==> src/rtl/card_seq_pkg.sv <==
package card_seq_pkg;

  typedef enum logic [3:0] {
    SQ_HOLD     = 4'd0,
    SQ_IDLE     = 4'd1,
    SQ_PDOWN    = 4'd2,
    SQ_UP_VCC   = 4'd3,
    SQ_UP_CLK   = 4'd4,
    SQ_UP_IO    = 4'd5,
    SQ_LIVE     = 4'd6,
    SQ_DN_RST   = 4'd7,
    SQ_DN_CLK   = 4'd8,
    SQ_DN_IO    = 4'd9,
    SQ_WAIT_REL = 4'd10
  } seq_state_e;

  function automatic logic is_session(input seq_state_e s);
    return (s == SQ_UP_VCC) || (s == SQ_UP_CLK) || (s == SQ_UP_IO) || (s == SQ_LIVE);
  endfunction

  function automatic logic is_timed(input seq_state_e s);
    return (s == SQ_UP_VCC) || (s == SQ_UP_CLK) || (s == SQ_UP_IO) ||
           (s == SQ_DN_RST) || (s == SQ_DN_CLK) || (s == SQ_DN_IO);
  endfunction

  function automatic logic is_outside(input seq_state_e s);
    return (s == SQ_HOLD) || (s == SQ_IDLE) || (s == SQ_PDOWN);
  endfunction

endpackage

==> src/rtl/css_cycle_timer.sv <==
module css_cycle_timer #(
  parameter int unsigned LIMIT = 4
) (
  input  logic clk,
  input  logic rst_n,
  input  logic run,
  input  logic restart,
  output logic done
);
  localparam int unsigned CW = (LIMIT > 1) ? $clog2(LIMIT) : 1;
  localparam logic [CW-1:0] LAST = CW'(LIMIT - 1);

  logic [CW-1:0] cnt_q;

  assign done = run && (cnt_q == LAST);

  always_ff @(posedge clk or negedge rst_n) begin
    if (!rst_n) begin
      cnt_q <= '0;
    end else if (!run || restart) begin
      cnt_q <= '0;
    end else if (cnt_q != LAST) begin
      cnt_q <= cnt_q + 1'b1;
    end
  end


  cnt_in_range_chk: assert property (@(posedge clk) disable iff (!rst_n)
    cnt_q <= LAST);


  idle_clear_chk: assert property (@(posedge clk) disable iff (!rst_n)
    !run |=> (cnt_q == '0));

endmodule

==> src/rtl/css_fault_merge.sv <==
module css_fault_merge #(
  parameter int unsigned N_SUP = 2,
  parameter int unsigned N_OCP = 2
) (
  input  logic             card_present,
  input  logic [N_SUP-1:0] sup_flt,
  input  logic [N_OCP-1:0] ocp_flt,
  output logic             flt_any
);
  logic [N_SUP:0] sup_acc;
  logic [N_OCP:0] ocp_acc;

  assign sup_acc[0] = 1'b0;
  assign ocp_acc[0] = 1'b0;

  for (genvar g = 0; g < N_SUP; g++) begin : g_sup
    assign sup_acc[g+1] = sup_acc[g] | sup_flt[g];
  end

  for (genvar g = 0; g < N_OCP; g++) begin : g_ocp
    assign ocp_acc[g+1] = ocp_acc[g] | ocp_flt[g];
  end

  assign flt_any = sup_acc[N_SUP] | ocp_acc[N_OCP] | ~card_present;

endmodule

==> src/rtl/css_fsm.sv <==
module css_fsm
  import card_seq_pkg::*;
(
  input  logic clk,
  input  logic rst_n,
  input  logic cmd_vcc_n,
  input  logic rst_in,
  input  logic pwr_dn_req,
  input  logic card_present,
  input  logic vcc_ok,
  input  logic flt_any,
  input  logic hold_done,
  input  logic step_done,
  output logic hold_run,
  output logic step_run,
  output logic tmr_restart,
  output logic vcc_en,
  output logic clk_en,
  output logic io_rx_en,
  output logic card_rst,
  output logic irq_n
);
  seq_state_e state_q, nxt;
  logic vcc_q, clk_q, io_q, rst_q, flt_q;
  logic in_sess, vcc_bad, flt_now, rel_now, pd_ok;

  assign in_sess = is_session(state_q);
  assign vcc_bad = !vcc_ok &&
                   ((state_q == SQ_UP_CLK) || (state_q == SQ_UP_IO) || (state_q == SQ_LIVE) ||
                    ((state_q == SQ_UP_VCC) && step_done));
  assign flt_now = in_sess && (flt_any || vcc_bad);
  assign rel_now = in_sess && cmd_vcc_n;
  assign pd_ok   = pwr_dn_req && cmd_vcc_n;

  always_comb begin
    nxt = state_q;
    unique case (state_q)
      SQ_HOLD: begin
        if (pd_ok)          nxt = SQ_PDOWN;
        else if (hold_done) nxt = SQ_IDLE;
      end
      SQ_IDLE: begin
        if (!cmd_vcc_n && card_present) nxt = SQ_UP_VCC;
        else if (pd_ok)                 nxt = SQ_PDOWN;
      end
      SQ_PDOWN: begin
        if (!pwr_dn_req) nxt = SQ_HOLD;
      end
      SQ_UP_VCC: begin
        if (flt_now || rel_now) nxt = SQ_DN_RST;
        else if (step_done)     nxt = SQ_UP_CLK;
      end
      SQ_UP_CLK: begin
        if (flt_now || rel_now) nxt = SQ_DN_RST;
        else if (step_done)     nxt = SQ_UP_IO;
      end
      SQ_UP_IO: begin
        if (flt_now || rel_now) nxt = SQ_DN_RST;
        else if (step_done)     nxt = SQ_LIVE;
      end
      SQ_LIVE: begin
        if (flt_now || rel_now) nxt = SQ_DN_RST;
      end
      SQ_DN_RST: begin
        if (step_done) nxt = SQ_DN_CLK;
      end
      SQ_DN_CLK: begin
        if (step_done) nxt = SQ_DN_IO;
      end
      SQ_DN_IO: begin
        if (step_done) nxt = SQ_WAIT_REL;
      end
      SQ_WAIT_REL: begin
        if (cmd_vcc_n) nxt = SQ_IDLE;
      end
      default: nxt = SQ_HOLD;
    endcase
  end

  assign hold_run    = (state_q == SQ_HOLD);
  assign step_run    = is_timed(state_q);
  assign tmr_restart = (nxt != state_q);

  always_ff @(posedge clk or negedge rst_n) begin
    if (!rst_n) begin
      state_q <= SQ_HOLD;
      vcc_q   <= 1'b0;
      clk_q   <= 1'b0;
      io_q    <= 1'b0;
      rst_q   <= 1'b0;
      flt_q   <= 1'b0;
    end else begin
      state_q <= nxt;
      if ((state_q == SQ_IDLE) && (nxt == SQ_UP_VCC))         vcc_q <= 1'b1;
      else if ((state_q == SQ_DN_IO) && (nxt == SQ_WAIT_REL)) vcc_q <= 1'b0;
      if ((state_q == SQ_UP_VCC) && (nxt == SQ_UP_CLK))       clk_q <= 1'b1;
      else if ((state_q == SQ_DN_RST) && (nxt == SQ_DN_CLK))  clk_q <= 1'b0;
      if ((state_q == SQ_UP_CLK) && (nxt == SQ_UP_IO))        io_q <= 1'b1;
      else if ((state_q == SQ_DN_CLK) && (nxt == SQ_DN_IO))   io_q <= 1'b0;
      rst_q <= ((state_q == SQ_LIVE) && (nxt == SQ_LIVE)) ? rst_in : 1'b0;
      if (flt_now)             flt_q <= 1'b1;
      else if (nxt == SQ_IDLE) flt_q <= 1'b0;
    end
  end

  assign vcc_en   = vcc_q;
  assign clk_en   = clk_q;
  assign io_rx_en = io_q;
  assign card_rst = rst_q;
  assign irq_n    = is_outside(state_q) ? card_present : ~flt_q;


  clk_needs_vcc_chk: assert property (@(posedge clk) disable iff (!rst_n)
    clk_q |-> vcc_q);


  io_needs_vcc_chk: assert property (@(posedge clk) disable iff (!rst_n)
    io_q |-> vcc_q);


  start_needs_card_chk: assert property (@(posedge clk) disable iff (!rst_n)
    $rose(vcc_q) |-> $past(card_present));


  hold_quiet_chk: assert property (@(posedge clk) disable iff (!rst_n)
    (state_q == SQ_HOLD) |-> !vcc_q);


  pdown_quiet_chk: assert property (@(posedge clk) disable iff (!rst_n)
    (state_q == SQ_PDOWN) |-> !(vcc_q || clk_q || io_q || rst_q));


  supply_last_chk: assert property (@(posedge clk) disable iff (!rst_n)
    $fell(vcc_q) |-> (!clk_q && !io_q && !rst_q));


  fault_teardown_chk: assert property (@(posedge clk) disable iff (!rst_n)
    flt_now |=> ((state_q == SQ_DN_RST) && !rst_q && !irq_n));


  pd_ignored_chk: assert property (@(posedge clk) disable iff (!rst_n)
    (in_sess && pwr_dn_req) |=> (state_q != SQ_PDOWN));

endmodule

==> src/rtl/card_session_seq.sv <==
module card_session_seq #(
  parameter int unsigned HOLD_CYC = 40000,
  parameter int unsigned STEP_CYC = 64,
  parameter int unsigned N_SUP    = 2,
  parameter int unsigned N_OCP    = 2
) (
  input  logic             clk,
  input  logic             rst_n,
  input  logic             cmd_vcc_n,
  input  logic             rst_in,
  input  logic             pwr_dn_req,
  input  logic             card_present,
  input  logic             vcc_ok,
  input  logic [N_SUP-1:0] sup_flt,
  input  logic [N_OCP-1:0] ocp_flt,
  output logic             vcc_en,
  output logic             clk_en,
  output logic             io_rx_en,
  output logic             card_rst,
  output logic             irq_n
);
  logic flt_any, hold_done, step_done, hold_run, step_run, tmr_restart;

  css_fault_merge #(.N_SUP(N_SUP), .N_OCP(N_OCP)) u_flt (
    .card_present (card_present),
    .sup_flt      (sup_flt),
    .ocp_flt      (ocp_flt),
    .flt_any      (flt_any)
  );

  css_cycle_timer #(.LIMIT(HOLD_CYC)) u_hold (
    .clk     (clk),
    .rst_n   (rst_n),
    .run     (hold_run),
    .restart (tmr_restart),
    .done    (hold_done)
  );

  css_cycle_timer #(.LIMIT(STEP_CYC)) u_step (
    .clk     (clk),
    .rst_n   (rst_n),
    .run     (step_run),
    .restart (tmr_restart),
    .done    (step_done)
  );

  css_fsm u_fsm (
    .clk          (clk),
    .rst_n        (rst_n),
    .cmd_vcc_n    (cmd_vcc_n),
    .rst_in       (rst_in),
    .pwr_dn_req   (pwr_dn_req),
    .card_present (card_present),
    .vcc_ok       (vcc_ok),
    .flt_any      (flt_any),
    .hold_done    (hold_done),
    .step_done    (step_done),
    .hold_run     (hold_run),
    .step_run     (step_run),
    .tmr_restart  (tmr_restart),
    .vcc_en       (vcc_en),
    .clk_en       (clk_en),
    .io_rx_en     (io_rx_en),
    .card_rst     (card_rst),
    .irq_n        (irq_n)
  );

endmodule

==> config.mk <==
export PLATFORM = sky130hd
export DESIGN_NAME = card_session_seq
export DESIGN_NICKNAME = d
export VERILOG_FILES = /design/src/rtl/card_seq_pkg.sv /design/src/rtl/css_cycle_timer.sv /design/src/rtl/css_fault_merge.sv /design/src/rtl/css_fsm.sv /design/src/rtl/card_session_seq.sv
export SDC_FILE = /design/constraint.sdc
export NUM_CORES = 1
export LEC_CHECK = 0
export BUFFER_PORTS_ARGS = -buffer_cell sky130_fd_sc_hd__buf_2
export CORE_MARGIN = 1
export CORE_UTILIZATION = 64
export CTS_BUF_LIST = sky130_fd_sc_hd__clkbuf_4 sky130_fd_sc_hd__clkbuf_8 sky130_fd_sc_hd__clkbuf_16
export CTS_CLUSTER_DIAMETER = 50
export DETAILED_ROUTE_END_ITERATION = 8
export PLACE_DENSITY_LB_ADDON = 0.2
export SLEW_MARGIN = 20
export SYNTH_ARGS = -nofsm -noshare
export SYNTH_HDL_FRONTEND = slang
export SYNTH_SLANG_ARGS = --single-unit
==> constraint.sdc <==
create_clock -name clk -period 6.29 [get_ports clk]
set_input_delay 1.258 -clock clk [delete_from_list [all_inputs] [get_ports clk]]
set_output_delay 1.258 -clock clk [all_outputs]
set_load 0.02 [all_outputs]
==> results.rst, run 1 <==
.. list-table::
   :header-rows: 1

   * - Metric
     - Value
   * - Most common flop cell mapped by yosys
     - sky130_fd_sc_hd__dfrtp_1
   * - Global-route usage over all layers
     - about 30%
   * - TritonRoute pass-1 iters
     - 5
   * - Area share of the largest cell type after synthesis
     - 39.6%
   * - Die area
     - approximately 3300 um2
   * - Die Wd
     - 57.3 um
   * - Synth warn
     - 0
   * - Global route total overflow
     - 0
   * - Met1 WL
     - 1940 um
   * - Seq cells post-synth
     - 31
   * - Multi-input combinational cell area
     - 1100 um2
   * - Number of antenna violations at the first check in global routing
     - 0
   * - Unrepaired setup endpoints after global routing
     - false
   * - Layout Area Growth over Synthesis
     - 7.86%
   * - Via-to-Cell Ratio
     - 6.71
   * - Max Root-Sink Buffers
     - 2
   * - DRC viols
     - 0
   * - Mux cell area share after synthesis
     - around 2.2%
   * - Area of all sequential standard cells
     - 776 um2
   * - Root cell of the clock tree
     - sky130_fd_sc_hd__clkbuf_4
   * - Worst reg-to-reg setup slack
     - 2770 ps
   * - End of the worst register-to-register path
     - u_step.cnt_q[1]
   * - Number of standard cells in the final layout excluding fillers
     - 259
   * - Number of buffers created by CTS
     - 5
   * - Filler instances
     - between 200 and 250
   * - Hold-fix buffers at CTS
     - 0
   * - Endpoints failing hold
     - 0
   * - Gp weighted congestion
     - 0.942
   * - Nets in the synthesized netlist
     - 228
   * - Cell row count
     - 19
   * - Post-synthesis simple-gate area fraction
     - 30.6%
   * - Reported leakage power
     - 0.860 nW
   * - Initial core utilization
     - 69.2%
   * - Post-synth EDFFs
     - 0
   * - CTS tree
     - done
   * - Setup bufs post-CTS
     - 0
   * - Synthesized-area fraction occupied by ao, oa, aoi and oai cells
     - 15.3%
   * - Final-stage net count
     - 240
   * - DRC marker count from the first detailed-route iteration
     - 101
   * - Type of element launching the critical path
     - input pin
   * - Depth of the CTS H-tree
     - 2
   * - Async set-reset flop share out of synthesis
     - 100%
   * - Maximum ir drop on the vdd rail
     - approximately 0.00018 V
   * - Final Critical Period
     - between 3000 and 4000 ps
   * - Xor-xnor portion of the synthesized cell area
     - 6.71%
   * - Worst EP required
     - 6460 ps
   * - Distinct cell type count of the synthesized netlist
     - between 50 and 60
   * - Worst Hold Path Cells
     - 1
   * - Antenna viol nets, final
     - 0
   * - Maximum number of pins on one net before global-route repair
     - 32
   * - Status
     - finished clean
   * - Half-perimeter wire length after detailed placement
     - a little over 3000 um
   * - Detailed-route wire length
     - around 4400 um
   * - Final-report setup violation count
     - 0
   * - Worst slew margin relative to its limit
     - 28.9%
   * - Standard cell core area
     - 2830 um2
   * - Worst hold path class
     - register to register
   * - Main combinational cell family by area after synthesis
     - simple AND/OR/NAND/NOR gates
   * - Number of max-cap violations
     - 0
   * - Wire per inst
     - 16.9 um
   * - Share of layout cells above drive strength 1
     - 15.8%
   * - Post-synthesis instance total
     - 215
   * - Clock skew after layout
     - 14.3 ps
   * - Number of antenna cells inserted
     - 0
   * - Die Height
     - 57.3 um
   * - Highest metal layer with signal wires
     - met4
   * - Critical Path Sink Type
     - register
   * - Placed cell count
     - roughly 250
   * - Slew at the pin closest to its max-slew limit
     - 1050 ps
   * - Leading area contributor after synthesis
     - sky130_fd_sc_hd__dfrtp_1
   * - Length in cells of the worst reg-to-reg path
     - 6
   * - Start point of the worst min-delay path
     - u_fsm.flt_q
   * - Post-route setup TNS
     - 0 ps
   * - Amount of wire on met2 after detailed routing
     - 2000 um
   * - Insertion delay to the later sink of the worst-skew pair
     - approximately 340 ps
   * - Fraction of the yosys area taken by sequential cells
     - 39.6%
   * - Ranking of synthesized cells by instance count
     - sky130_fd_sc_hd__dfrtp_1, sky130_fd_sc_hd__nor2_1, sky130_fd_sc_hd__nand2_1, sky130_fd_sc_hd__inv_1
   * - Kind of critical path
     - input pin to register
   * - Cells resized by post-CTS repair
     - 0
   * - Crit Path Max Fanout
     - 6
   * - Post-synthesis adder-cell area fraction
     - 1.28%
   * - Largest cells by area after synthesis
     - sky130_fd_sc_hd__dfrtp_1, sky130_fd_sc_hd__xnor2_1, sky130_fd_sc_hd__nor2_1
   * - IO Port Bufs
     - 15
   * - Met3 WL post-DR
     - 351 um
   * - Number of global-route vias before repair
     - 1,643
   * - Average footprint of a synthesized cell
     - slightly above 9 um2
   * - Power per cell area
     - between 200 and 300 nW/um2
   * - Fmax
     - 274 MHz
   * - Hold-critical path endpoint
     - u_fsm.flt_q
   * - Synthesized area
     - 1960 um2
   * - Data arrival, critical path
     - 3830 ps
   * - Number of top-level pins
     - 16
   * - Wire length of the first global-routing pass
     - 7430 um
   * - Sinks on Clock Net
     - 31
   * - Share of the clock period used by the worst path after layout
     - between 50% and 60%
   * - Final slew viol count
     - 0
   * - Cell with the most instances after synthesis
     - sky130_fd_sc_hd__dfrtp_1
   * - Via count
     - 1,737
   * - Clock transition at the registers of the reported paths
     - about 110 ps
   * - Reg2reg start
     - u_fsm.state_q[2]
-- routing by layer --
metal | vias to the layer above | GRT usage [%]
li1 | 823 | -
met3 | 13 | 7.26
met4 | 0 | 11.5
met1 | 817 | 42.0
met5 | - | 0
met2 | 84 | 45.5
-- registers in the layout, indices dropped and copies added, names as in the netlist --
name	cells
u_hold.cnt_q	16
u_fsm.clk_en	1
u_fsm.vcc_en	1
u_fsm.state_q	4
u_fsm.io_rx_en	1
u_fsm.flt_q	1
u_step.cnt_q	6
u_fsm.card_rst	1
-- critical path, stage by stage --
cell and delay, ps:
sky130_fd_sc_hd__buf_2 90, sky130_fd_sc_hd__or4_1 590, sky130_fd_sc_hd__o211ai_1 190, sky130_fd_sc_hd__nand4_1 180, sky130_fd_sc_hd__a2111oi_2 760, sky130_fd_sc_hd__mux2i_1 610
sky130_fd_sc_hd__nor3_1 150
-- power breakdown --
group	switching (mW)	internal, mW	leakage (nW)
Clock	0.0723	0.0938	0.0482
Sequential	0.0270	0.222	0.394
Combinational	0.0744	0.0473	0.418
Total	0.174	0.363	0.860
-- layout make-up --
type	count	area share (%)
clock buffers	6	2.43
clock inverters	2	1.66
inverters	10	1.78
multi-input cells	164	52.0
flip-flops and latches	31	36.7
well taps	31	1.84
repair buffers	15	3.55
-- cells in the final DEF (no fill, tap or decap), types with 3 or more instances in the layout --
cell type	count
sky130_fd_sc_hd__nor2_1	19
sky130_fd_sc_hd__nor4_1	9
sky130_fd_sc_hd__dfrtp_1	31
sky130_fd_sc_hd__clkbuf_4	5
sky130_fd_sc_hd__nand2b_1	4
sky130_fd_sc_hd__o21ai_0	7
sky130_fd_sc_hd__buf_2	15
sky130_fd_sc_hd__nand3_1	8
sky130_fd_sc_hd__and3_1	6
sky130_fd_sc_hd__and4_1	3
sky130_fd_sc_hd__xnor2_1	9
sky130_fd_sc_hd__nor2b_1	4
sky130_fd_sc_hd__nand2_1	17
sky130_fd_sc_hd__nor3_1	6
sky130_fd_sc_hd__nor3_2	6
sky130_fd_sc_hd__a2111oi_0	4
sky130_fd_sc_hd__inv_1	10
sky130_fd_sc_hd__a21oi_1	6
sky130_fd_sc_hd__mux2i_1	3
sky130_fd_sc_hd__xor2_1	6
sky130_fd_sc_hd__nand4_1	6
-- stage by stage --
step           util, %  area [um2]  power [mW]  setup WS (ps)  hold slack, ps
2_1_floorplan        -        1960       0.337           2920             466
3_3_place_gp      71.6        2030       0.360           2400             481
3_5_place_dp      71.6        2030       0.372           2300             494
4_1_cts           74.7        2110       0.538           2680             519
5_1_grt           74.7        2110       0.565           2490             548
6_report          74.7        2110       0.536           2640             515
-- how the worst max path moves through the flow --
| stage | startpoint | end | slack [ps] | cells past startpoint |
|---|---|---|---|---|
| finish | sup_flt[1] | u_step.cnt_q[1] | 2640 | 7 |
| global route | sup_flt[1] | u_step.cnt_q[1] | 2490 | 7 |
| CTS | cmd_vcc_n | u_step.cnt_q[1] | 2680 | 7 |
| detailed placement | cmd_vcc_n | u_step.cnt_q[1] | 2300 | 7 |
| global placement | cmd_vcc_n | u_step.cnt_q[2] | 2400 | 7 |
| floorplan | sup_flt[1] | u_step.cnt_q[2] | 2920 | 6 |
-- kinds of logic (layout without fill, tap and decap cells) --
family | after synthesis | in the layout
AND/OR/NAND/NOR | 104 | 104
AO/OA/AOI/OAI | 39 | 39
flip-flops | 31 | 31
buffers and inverters | 20 | 33
XOR/XNOR | 15 | 15
multiplexers | 4 | 4
adder cells (fa/ha/maj) | 2 | 2
Note: power is estimated with default switching activity, not from simulation.
==> inputs of run 2 (changes only) <==
CORE_UTILIZATION = 53   (was 64)
clock period = 3.2 ns   (was 6.29 ns; I/O delays follow)
==> run 2 against run 1 <==
Non-clock buffer count grew 6. Critical path depth stayed put. Sequential cell count did not move. Hold slack got worse by 120 ps. Combinational power up 97%. Wire length grew 2.7%. Clock power is 86% higher. Final cell count grew 8.1%. Design area increased by 3.1%. First-iteration DRC count rose by 33%. Register-to-register slack lost 2400 ps. Critical endpoint is now u_step.cnt_q[5]. Highest routed layer unchanged.
==> results.rst, run 2 (synthesis results as in run 1) <==
.. list-table::
   :header-rows: 1

   * - Metric
     - Value
   * - Status
     - finished clean (unchanged)
   * - Wire length of the first global-routing pass
     - 7440 um (was 7430 um)
   * - Number of antenna violations at the first check in global routing
     - 0 (unchanged)
   * - Power per cell area
     - 477 nW/um2 (was 254 nW/um2)
   * - Endpoints failing hold
     - 0 (unchanged)
   * - Die Height
     - 62.8 um (was 57.3 um)
   * - Number of antenna cells inserted
     - 0 (unchanged)
   * - Share of layout cells above drive strength 1
     - 17.9% (was 15.8%)
   * - Unrepaired setup endpoints after global routing
     - false (unchanged)
   * - Worst reg-to-reg setup slack
     - 360 ps (was 2770 ps)
   * - Antenna viol nets, final
     - 0 (unchanged)
   * - Slew at the pin closest to its max-slew limit
     - 689 ps (was 1050 ps)
   * - Final-report setup violation count
     - 0 (unchanged)
   * - Flip-flop count of the largest register, all copies and words added
     - 16 (unchanged)
   * - Global-route usage over all layers
     - 24.0% (was 30.0%)
   * - Clock skew after layout
     - 8.90 ps (was 14.3 ps)
   * - Worst slew margin relative to its limit
     - 54.1% (was 28.9%)
   * - Via-to-Cell Ratio
     - 6.21 (was 6.71)
   * - DRC marker count from the first detailed-route iteration
     - 134 (was 101)
   * - TritonRoute pass-1 iters
     - 4 (was 5)
   * - Wire per inst
     - 16.1 um (was 16.9 um)
   * - End of the worst register-to-register path
     - u_step.cnt_q[5] (was u_step.cnt_q[1])
   * - Root cell of the clock tree
     - sky130_fd_sc_hd__clkbuf_8 (was sky130_fd_sc_hd__clkbuf_4)
   * - Switching power
     - 331 uW (was 174 uW)
   * - CTS tree
     - done (unchanged)
   * - Post-layout power
     - 1.04 mW (was 536 uW)
   * - Setup bufs post-CTS
     - 0 (unchanged)
   * - Final slew viol count
     - 0 (unchanged)
   * - Sinks on Clock Net
     - 31 (unchanged)
   * - Combinational power share
     - 23.1% (was 22.7%)
   * - Worst EP required
     - 3370 ps (was 6460 ps)
   * - Data arrival, critical path
     - 3010 ps (was 3830 ps)
   * - Crit Path Max Fanout
     - 10 (was 6)
   * - Maximum ir drop on the vdd rail
     - 0.000294 V (was 0.000183 V)
   * - Number of max-cap violations
     - 0 (unchanged)
   * - Leading cell types in the layout, fill and taps excluded
     - sky130_fd_sc_hd__dfrtp_1, sky130_fd_sc_hd__nor2_1, sky130_fd_sc_hd__nand2_1 (unchanged)
   * - Switching part of the total power
     - 31.9% (was 32.4%)
   * - Filler instances
     - 312 (was 216)
   * - Cells along the critical path
     - or4b_1, or4_1, o32a_1, nand3_2, mux2i_2, buf_4, nor4b_1 (was buf_2, or4_1, o211ai_1, nand4_1, a2111oi_2, mux2i_1, nor3_1)
   * - Number of global-route vias before repair
     - 1,627 (was 1,643)
   * - Cell internal pwr
     - 707 uW (was 363 uW)
   * - Cell row count
     - 21 (was 19)
   * - Global route total overflow
     - 0 (unchanged)
   * - Hold-fix buffers at CTS
     - 0 (unchanged)
   * - Maximum number of pins on one net before global-route repair
     - 32 (unchanged)
   * - Die area
     - 3940 um2 (was 3290 um2)
   * - Clock transition at the registers of the reported paths
     - 70 ps (was 110 ps)
   * - Reg2reg start
     - u_hold.cnt_q[7] (was u_fsm.state_q[2])
   * - Final-stage net count
     - 246 (was 240)
   * - Relative contribution of the clock network to total power
     - 29.7% (was 31.0%)
   * - Post-Layout Inst Area
     - 2180 um2 (was 2110 um2)
   * - Most common cell after layout, fill and taps aside
     - sky130_fd_sc_hd__dfrtp_1 (unchanged)
   * - Fmax
     - 353 MHz
   * - Die Wd
     - 62.8 um (was 57.3 um)
   * - Share of the clock period used by the worst path after layout
     - 88.6%
   * - Layout Area Growth over Synthesis
     - 11.2% (was 7.86%)
   * - Depth of the CTS H-tree
     - 2 (unchanged)
   * - Gp weighted congestion
     - 0.922 (was 0.942)
   * - Reported leakage power
     - 0.891 nW (was 0.860 nW)
   * - Kind of critical path
     - register to register (was input pin to register)
   * - Worst hold path class
     - input pin to async pin (was register to register)
   * - Post-detailed-placement cell area
     - 2090 um2 (was 2030 um2)
   * - Number of buffers created by CTS
     - 5 (unchanged)
   * - Max Root-Sink Buffers
     - 2 (unchanged)
   * - Detailed-route wire length
     - 4510 um (was 4390 um)
   * - Biggest regs
     - u_hold.cnt_q (16), u_step.cnt_q (6), u_fsm.state_q (4) (unchanged)
   * - Cells resized by post-CTS repair
     - 0 (unchanged)
   * - Cell at the slowest stage of the critical path
     - sky130_fd_sc_hd__or4_1 (was sky130_fd_sc_hd__a2111oi_2)
   * - Number of top-level pins
     - 16 (unchanged)
   * - IO Port Bufs
     - 15 (unchanged)
   * - Insertion delay to the later sink of the worst-skew pair
     - 280 ps (was 340 ps)
   * - Final Critical Period
     - 2840 ps
   * - Via count
     - 1,738 (was 1,737)
   * - Post-route setup TNS
     - 0 ps (unchanged)
   * - DRC viols
     - 0 (unchanged)
   * - Half-perimeter wire length after detailed placement
     - 3110 um (was 3100 um)
   * - Critical Path Sink Type
     - register (unchanged)
   * - Register bank with the most flops
     - u_hold.cnt_q (unchanged)
   * - Type of element launching the critical path
     - register (was input pin)
   * - Length in cells of the worst reg-to-reg path
     - 7 (was 6)
   * - Crit-path max cell delay
     - 710 ps (was 760 ps)
   * - Standard cell core area
     - 3440 um2 (was 2830 um2)
   * - Initial core utilization
     - 56.9% (was 69.2%)
   * - Flop pwr share
     - 47.3% (was 46.3%)
run 2: cell types whose count changed in the layout (fill, tap and decap cells not counted), sizes merged:
cell / change
buf: +6
bufinv: -1
clkbuf: +1
run 2: per-stage QoR:
stage	worst slack [ps]	cells	utilization (%)	hold WS (ps)
global placement	363	272	60.7	483
floorplan	450	215	-	344
CTS	355	280	63.3	424
finish	364	280	63.3	398
global route	130	280	63.3	451
detailed placement	304	272	60.7	490
run 2: layout make-up:
type                            count  area, um2  area share, %
Clock buffer                        7       83.8           3.85
Clock inverter                      1       5.00          0.230
Inverter                           10       37.5           1.72
Multi-Input combinational cell    164       1100           50.4
Sequential cell                    31        776           35.6
Tap cell                           46       57.6           2.64
Timing Repair Buffer               21        120           5.51
run 2: worst max-delay path, delay by kind of cell, from the launching register on:
family	cells	cell delay, ps
AOI/OAI and AO/OA	1	260
buffers and inverters	1	200
DFF	1	420
and+or+nand+nor	4	1750
muxes	1	100
run 2: metal layers:
layer	GRT usage (%)	share of wire, %
met5	0	0
met4	7.56	0.55
met3	5.84	5.4
met2	37.1	45
met1	33.0	49
run 2: worst max path at each step:
stage,start,end,cells after the start
after floorplan,sup_flt[1],u_step.cnt_q[5],6
after global placement,sup_flt[1],u_step.cnt_q[2],7
after detailed placement,sup_flt[1],u_step.cnt_q[5],7
after CTS,u_hold.cnt_q[7],u_step.cnt_q[5],7
after global routing,u_step.cnt_q[0],u_step.cnt_q[5],8
final,u_hold.cnt_q[7],u_step.cnt_q[5],7
run 2: power groups by stage:
stage	clock (mW)	combinational (mW)	sequential (mW)
4_1_cts	0.314	0.239	0.488
5_1_grt	0.337	0.269	0.495
2_1_floorplan	0	0.183	0.479
3_5_place_dp	0	0.238	0.496
3_3_place_gp	0	0.228	0.491
6_report	0.308	0.240	0.491
